===== config.mk =====
export PLATFORM = sky130hd
export DESIGN_NAME = edge_irq_unit
export DESIGN_NICKNAME = d
export VERILOG_FILES = /design/src/rtl/irq_cause_pkg.sv /design/src/rtl/cause_edge_detect.sv /design/src/rtl/cause_latch_bank.sv /design/src/rtl/irq_mask_reg.sv /design/src/rtl/edge_irq_unit.sv
export SDC_FILE = /design/constraint.sdc
export NUM_CORES = 1
export LEC_CHECK = 0
export BUFFER_PORTS_ARGS = -buffer_cell sky130_fd_sc_hd__buf_2
export CAP_MARGIN = 15
export CORE_ASPECT_RATIO = 1.75
export CORE_MARGIN = 1.5
export CORE_UTILIZATION = 46
export CTS_BUF_LIST = sky130_fd_sc_hd__clkbuf_4 sky130_fd_sc_hd__clkbuf_8
export DETAILED_ROUTE_END_ITERATION = 7
export MAX_ROUTING_LAYER = met4
export PLACE_DENSITY = 0.82
export SYNTH_ARGS = -nofsm -noshare
export SYNTH_HDL_FRONTEND = slang
export SYNTH_SLANG_ARGS = --single-unit
export TNS_END_PERCENT = 10

===== constraint.sdc =====
create_clock -name clk -period 1.1 [get_ports clk]
set_input_delay 0.165 -clock clk [delete_from_list [all_inputs] [get_ports clk]]
set_output_delay 0.165 -clock clk [all_outputs]
set_load 0.05 [all_outputs]

===== src/rtl/irq_cause_pkg.sv =====
package irq_cause_pkg;
  localparam int unsigned NUM_STATUS = 13;

  // Status bit positions; cause bit i tracks status bit i.
  localparam int unsigned ST_XFER_DONE  = 0;
  localparam int unsigned ST_XFER_READY = 1;
  localparam int unsigned ST_RXQ_READY  = 2;
  localparam int unsigned ST_TXQ_READY  = 3;
  localparam int unsigned ST_ADDR_UNSET = 12;
endpackage


===== src/rtl/cause_edge_detect.sv =====
module cause_edge_detect #(
  parameter int unsigned W = 13
) (
  input  logic         clk,
  input  logic         rst_n,
  input  logic [W-1:0] level_i,
  output logic [W-1:0] rise_o
);
  logic [W-1:0] prev_q;

  function automatic logic [W-1:0] rising(input logic [W-1:0] cur,
                                          input logic [W-1:0] prev);
    return cur & ~prev;
  endfunction

  always_ff @(posedge clk or negedge rst_n) begin
    if (!rst_n) prev_q <= '0;
    else        prev_q <= level_i;
  end

  assign rise_o = rising(level_i, prev_q);

  // a level that was already high last cycle reports no edge
  assert_no_edge_on_hold_R2: assert property (@(posedge clk) disable iff (!rst_n)
    1'b1 |=> ((rise_o & $past(level_i)) == '0));
endmodule


===== src/rtl/cause_latch_bank.sv =====
module cause_latch_bank #(
  parameter int unsigned W = 13
) (
  input  logic         clk,
  input  logic         rst_n,
  input  logic [W-1:0] set_i,
  input  logic         clr_en_i,
  input  logic [W-1:0] clr_bits_i,
  output logic [W-1:0] cause_o
);
  logic [W-1:0] clr_w;

  function automatic logic next_bit(input logic cur, input logic set,
                                    input logic clr);
    // a fresh edge outranks a clear in the same cycle
    return set | (cur & ~clr);
  endfunction

  assign clr_w = clr_en_i ? clr_bits_i : '0;

  for (genvar b = 0; b < W; b++) begin : g_bit
    always_ff @(posedge clk or negedge rst_n) begin
      if (!rst_n) cause_o[b] <= 1'b0;
      else        cause_o[b] <= next_bit(cause_o[b], set_i[b], clr_w[b]);
    end
  end

  assert_set_wins_R1: assert property (@(posedge clk) disable iff (!rst_n)
    1'b1 |=> ((cause_o & $past(set_i)) == $past(set_i)));
  assert_clear_hits_R3: assert property (@(posedge clk) disable iff (!rst_n)
    clr_en_i |=> ((cause_o & $past(clr_bits_i & ~set_i)) == '0));
  assert_edge_beats_clear_R4: assert property (@(posedge clk) disable iff (!rst_n)
    clr_en_i |=> ((cause_o & $past(clr_bits_i & set_i)) == $past(clr_bits_i & set_i)));
  assert_sticky_R3: assert property (@(posedge clk) disable iff (!rst_n)
    !clr_en_i |=> ((cause_o & $past(cause_o)) == $past(cause_o)));
endmodule


===== src/rtl/irq_mask_reg.sv =====
module irq_mask_reg #(
  parameter int unsigned W = 13
) (
  input  logic         clk,
  input  logic         rst_n,
  input  logic         wr_i,
  input  logic [W-1:0] wdata_i,
  output logic [W-1:0] mask_o
);
  always_ff @(posedge clk or negedge rst_n) begin
    if (!rst_n)    mask_o <= '0;
    else if (wr_i) mask_o <= wdata_i;
  end

  assert_mask_store_R5: assert property (@(posedge clk) disable iff (!rst_n)
    wr_i |=> (mask_o == $past(wdata_i)));
  assert_mask_hold_R5: assert property (@(posedge clk) disable iff (!rst_n)
    !wr_i |=> $stable(mask_o));
endmodule


===== src/rtl/edge_irq_unit.sv =====
module edge_irq_unit #(
  parameter int unsigned NUM_SRC = irq_cause_pkg::NUM_STATUS
) (
  input  logic               clk,
  input  logic               rst_n,
  input  logic [NUM_SRC-1:0] status_i,
  input  logic               cause_wr_i,
  input  logic [NUM_SRC-1:0] cause_wdata_i,
  input  logic               mask_wr_i,
  input  logic [NUM_SRC-1:0] mask_wdata_i,
  output logic [NUM_SRC-1:0] level_o,
  output logic [NUM_SRC-1:0] cause_o,
  output logic [NUM_SRC-1:0] mask_o,
  output logic               irq_o
);
  logic [NUM_SRC-1:0] rise_w;
  logic [NUM_SRC-1:0] cause_w;
  logic [NUM_SRC-1:0] mask_w;
  logic               pending_w;

  function automatic logic any_enabled(input logic [NUM_SRC-1:0] c,
                                       input logic [NUM_SRC-1:0] m);
    return |(c & m);
  endfunction

  cause_edge_detect #(.W(NUM_SRC)) u_edge (
    .clk     (clk),
    .rst_n   (rst_n),
    .level_i (status_i),
    .rise_o  (rise_w)
  );

  cause_latch_bank #(.W(NUM_SRC)) u_latch (
    .clk        (clk),
    .rst_n      (rst_n),
    .set_i      (rise_w),
    .clr_en_i   (cause_wr_i),
    .clr_bits_i (cause_wdata_i),
    .cause_o    (cause_w)
  );

  irq_mask_reg #(.W(NUM_SRC)) u_mask (
    .clk     (clk),
    .rst_n   (rst_n),
    .wr_i    (mask_wr_i),
    .wdata_i (mask_wdata_i),
    .mask_o  (mask_w)
  );

  assign pending_w = any_enabled(cause_w, mask_w);

  always_ff @(posedge clk or negedge rst_n) begin
    if (!rst_n) irq_o <= 1'b0;
    else        irq_o <= pending_w;
  end

  assign level_o = status_i;
  assign cause_o = cause_w;
  assign mask_o  = mask_w;

  assert_irq_follows_R6: assert property (@(posedge clk) disable iff (!rst_n)
    1'b1 |=> (irq_o == |($past(cause_w) & $past(mask_w))));
  assert_mask_keeps_cause_R5: assert property (@(posedge clk) disable iff (!rst_n)
    (mask_wr_i && !cause_wr_i) |=> ((cause_w & $past(cause_w)) == $past(cause_w)));
  assert_only_edges_set_R1: assert property (@(posedge clk) disable iff (!rst_n)
    1'b1 |=> ((cause_w & ~$past(cause_w) & ~$past(rise_w)) == '0));
endmodule


==> flow_summary.json <==
{
  "area_growth_pct": 45.0,
  "slew_headroom_pct": 78.4,
  "numCtsBuffers": 5,
  "reg2reg_from": "u_latch.cause_o[3]",
  "die_h_microns": 79.4,
  "syn-cell-area_sq_mm": 0.00153,
  "gp_congestion": 0.775,
  "drt_first_pass_iters": 4,
  "power_leakage_nw": 1.15,
  "maxCapViolations": 0,
  "synthMuxAreaShare_pct": 9.54,
  "core-area_sq_mm": 0.00318,
  "routedWlPerCell_microns": 13.4,
  "preCtsSetupSlack_ns": -0.0113,
  "endpoint_kind": "output pin",
  "num_antenna_cells": 0,
  "drive_gt1_share_pct": 53.7,
  "fmax_mhz": 889,
  "ys_seq_area_share_pct": 65.3,
  "path_class": "flop to output pin",
  "total_power_mw": 3.79,
  "io_pins": 83,
  "grt_max_degree": 41,
  "r2r_slack_ns": -0.01,
  "violations": "negative setup slack",
  "clk_pin_slew_ns": 0.07,
  "final_cell_mix": "buf_2 (57), dfrtp_1 (31), nand2_1 (26)",
  "grtUsageTotal_pct": 21.6,
  "ant_nets": 0,
  "mostFrequentLayoutCell": "buf_2",
  "hold_class": "input pin to flop",
  "drcViolationCount": 0,
  "ir_drop_mv": 1.33,
  "finalSetupTns_ns": -0.0776,
  "reg2reg_depth": 3,
  "hold_start": "status_i[7]",
  "synth_compound_area_share_pct": 7.50,
  "finalHoldViolCount": 0,
  "cts.path.max_buffers": 2,
  "rsz0062_at_grt": "true",
  "antenna_found_initial": 0,
  "worstHoldPathCells": 1,
  "synth_fp_nets": 171,
  "hold_end": "u_edge.prev_q[7]",
  "powerDensity_mw_per_mm2": 1700,
  "tightestPinTransition_ns": 0.324,
  "io_buffers": 82,
  "ys_ff_latch": 40,
  "cts_max_level": 2,
  "drtIter0Drc": 16,
  "crit_path_max_fanout": 2,
  "fillerInstances": 265,
  "startpoint_type": "flop",
  "period_share_pct": 102,
  "syn_inst": 128,
  "floorplan.initialDensity_pct": 48.3,
  "rr_endpoint": "irq_o",
  "die_area_sq_mm": 0.00370,
  "setup_viol": 4,
  "synthAdderAreaFrac_pct": 0,
  "cts_tree": "built",
  "die_w_microns": 46.7,
  "synth_top_family_by_area": "buffers and inverters",
  "required_ns": 0.94,
  "dpl.cell_count": 242,
  "nets": 258,
  "cp_data_arrival_time_ns": 0.96,
  "avgSynthCellArea_sq_um": 12.0,
  "worst_slack_ns": -0.0252,
  "fp-row-count": 27,
  "status": "complete, but fails checks",
  "cts.sinks": 40,
  "grt_pass1_wl_microns": 5400,
  "yosysWarnings": 0,
  "via_per_inst": 4.63,
  "fin_cells": 259,
  "skew_ns": 0.00515,
  "cts_root_buf": "clkbuf_8",
  "finalMaxSlewViolations": 0,
  "finalCriticalPeriod_ns": 1.13,
  "wl_microns": 3480,
  "synth_simple_gate_area_share_pct": 7.10,
  "dp_hpwl_microns": 2540,
  "synth_xor_area_share_pct": 0,
  "vias": 1199,
  "first_global_vias": 1212,
  "synth_cell_types": 14,
  "insertion_delay_ns": 0.29,
  "grt-ovfl-total": 0
}
-- metal layers --
layer	part of all wire (%)	wire [microns]	global-route usage, %	vias up
met1	35	1210	22.7	568
met4	3.7	127	13.1	0
li1	-	-	-	574
met5	0	0	-	-
met2	56	1960	34.6	45
met3	5.4	188	5.66	12
-- metrics by stage --
stage                     cell area (sq um)  util [%]  hold slack [ns]
after floorplan                        1550         -           -0.131
after global placement                 1940      61.0            0.149
after detailed placement               1940      61.0            0.150
after CTS                              2190      68.9          0.00388
after global routing                   2220      70.1          0.00257
final                                  2220      70.1          0.00916
-- synthesized netlist by cell type (all sizes together) --
library cell / number / area (sq um)
a22oi: 3 / 22.5
a22o: 1 / 8.76
and3: 1 / 6.26
o21ai: 13 / 65.1
inv: 13 / 48.8
mux2: 13 / 146
a222oi: 1 / 10.0
a221oi: 1 / 8.76
nand2: 26 / 97.6
buf: 15 / 114
nand3: 1 / 5.00
dfrtp: 40 / 1000
-- kinds of logic after synthesis --
family	after synthesis
buf+inv	28
simple gates	28
mux	13
flops	40
compound gates	19
-- registers in the layout, indices dropped and copies added, names as in the netlist --
signal and count:
u_edge.prev_q 13, irq_o 1, u_latch.cause_o 13, u_mask.mask_o 13
-- worst max-delay path, cell delays in order, from the launching register on --
cell,delay [ns]
dfrtp_2,0.40
buf_4,0.14
buf_6,0.14
-- what timing repair did --
item / 4_1_cts / 5_1_grt
setup buffers: 0 / 0
endpoints found under the hold margin: 47 / 1
hold buffers: 8 / 1
pin swaps: 0 / 1
endpoints found under the setup margin: 17 / 15
gates resized for setup: 23 / 16
-- worst max path at each step --
stage | slack, ns | cells after the start | to | from
6_report | -0.03 | 2 | cause_o[3] | u_latch.cause_o[3]
5_1_grt | -0.09 | 3 | irq_o | u_mask.mask_o[8]
4_1_cts | -0.04 | 2 | cause_o[8] | u_latch.cause_o[8]
3_5_place_dp | -0.01 | 3 | irq_o | u_latch.cause_o[3]
3_3_place_gp | 0.02 | 3 | irq_o | u_mask.mask_o[8]
2_1_floorplan | -0.09 | 3 | irq_o | u_mask.mask_o[8]
-- layout make-up --
cell class / instances / area [sq um] / area share [%]
clock buffers: 8 / 104 / 4.67
inverters: 13 / 48.8 / 2.19
multi-input cells: 60 / 370 / 16.6
flip-flops and latches: 40 / 1010 / 45.5
well taps: 43 / 53.8 / 2.42
repair buffers: 95 / 636 / 28.6
-- power breakdown --
| group | internal, mW | total [mW] | switching, mW |
|---|---|---|---|
| combinational | 0.356 | 1.03 | 0.671 |
| clock | 0.597 | 1.07 | 0.472 |
| sequential | 1.60 | 1.69 | 0.0861 |
| total | 2.56 | 3.79 | 1.23 |
Power figures use the tool's default switching activity.
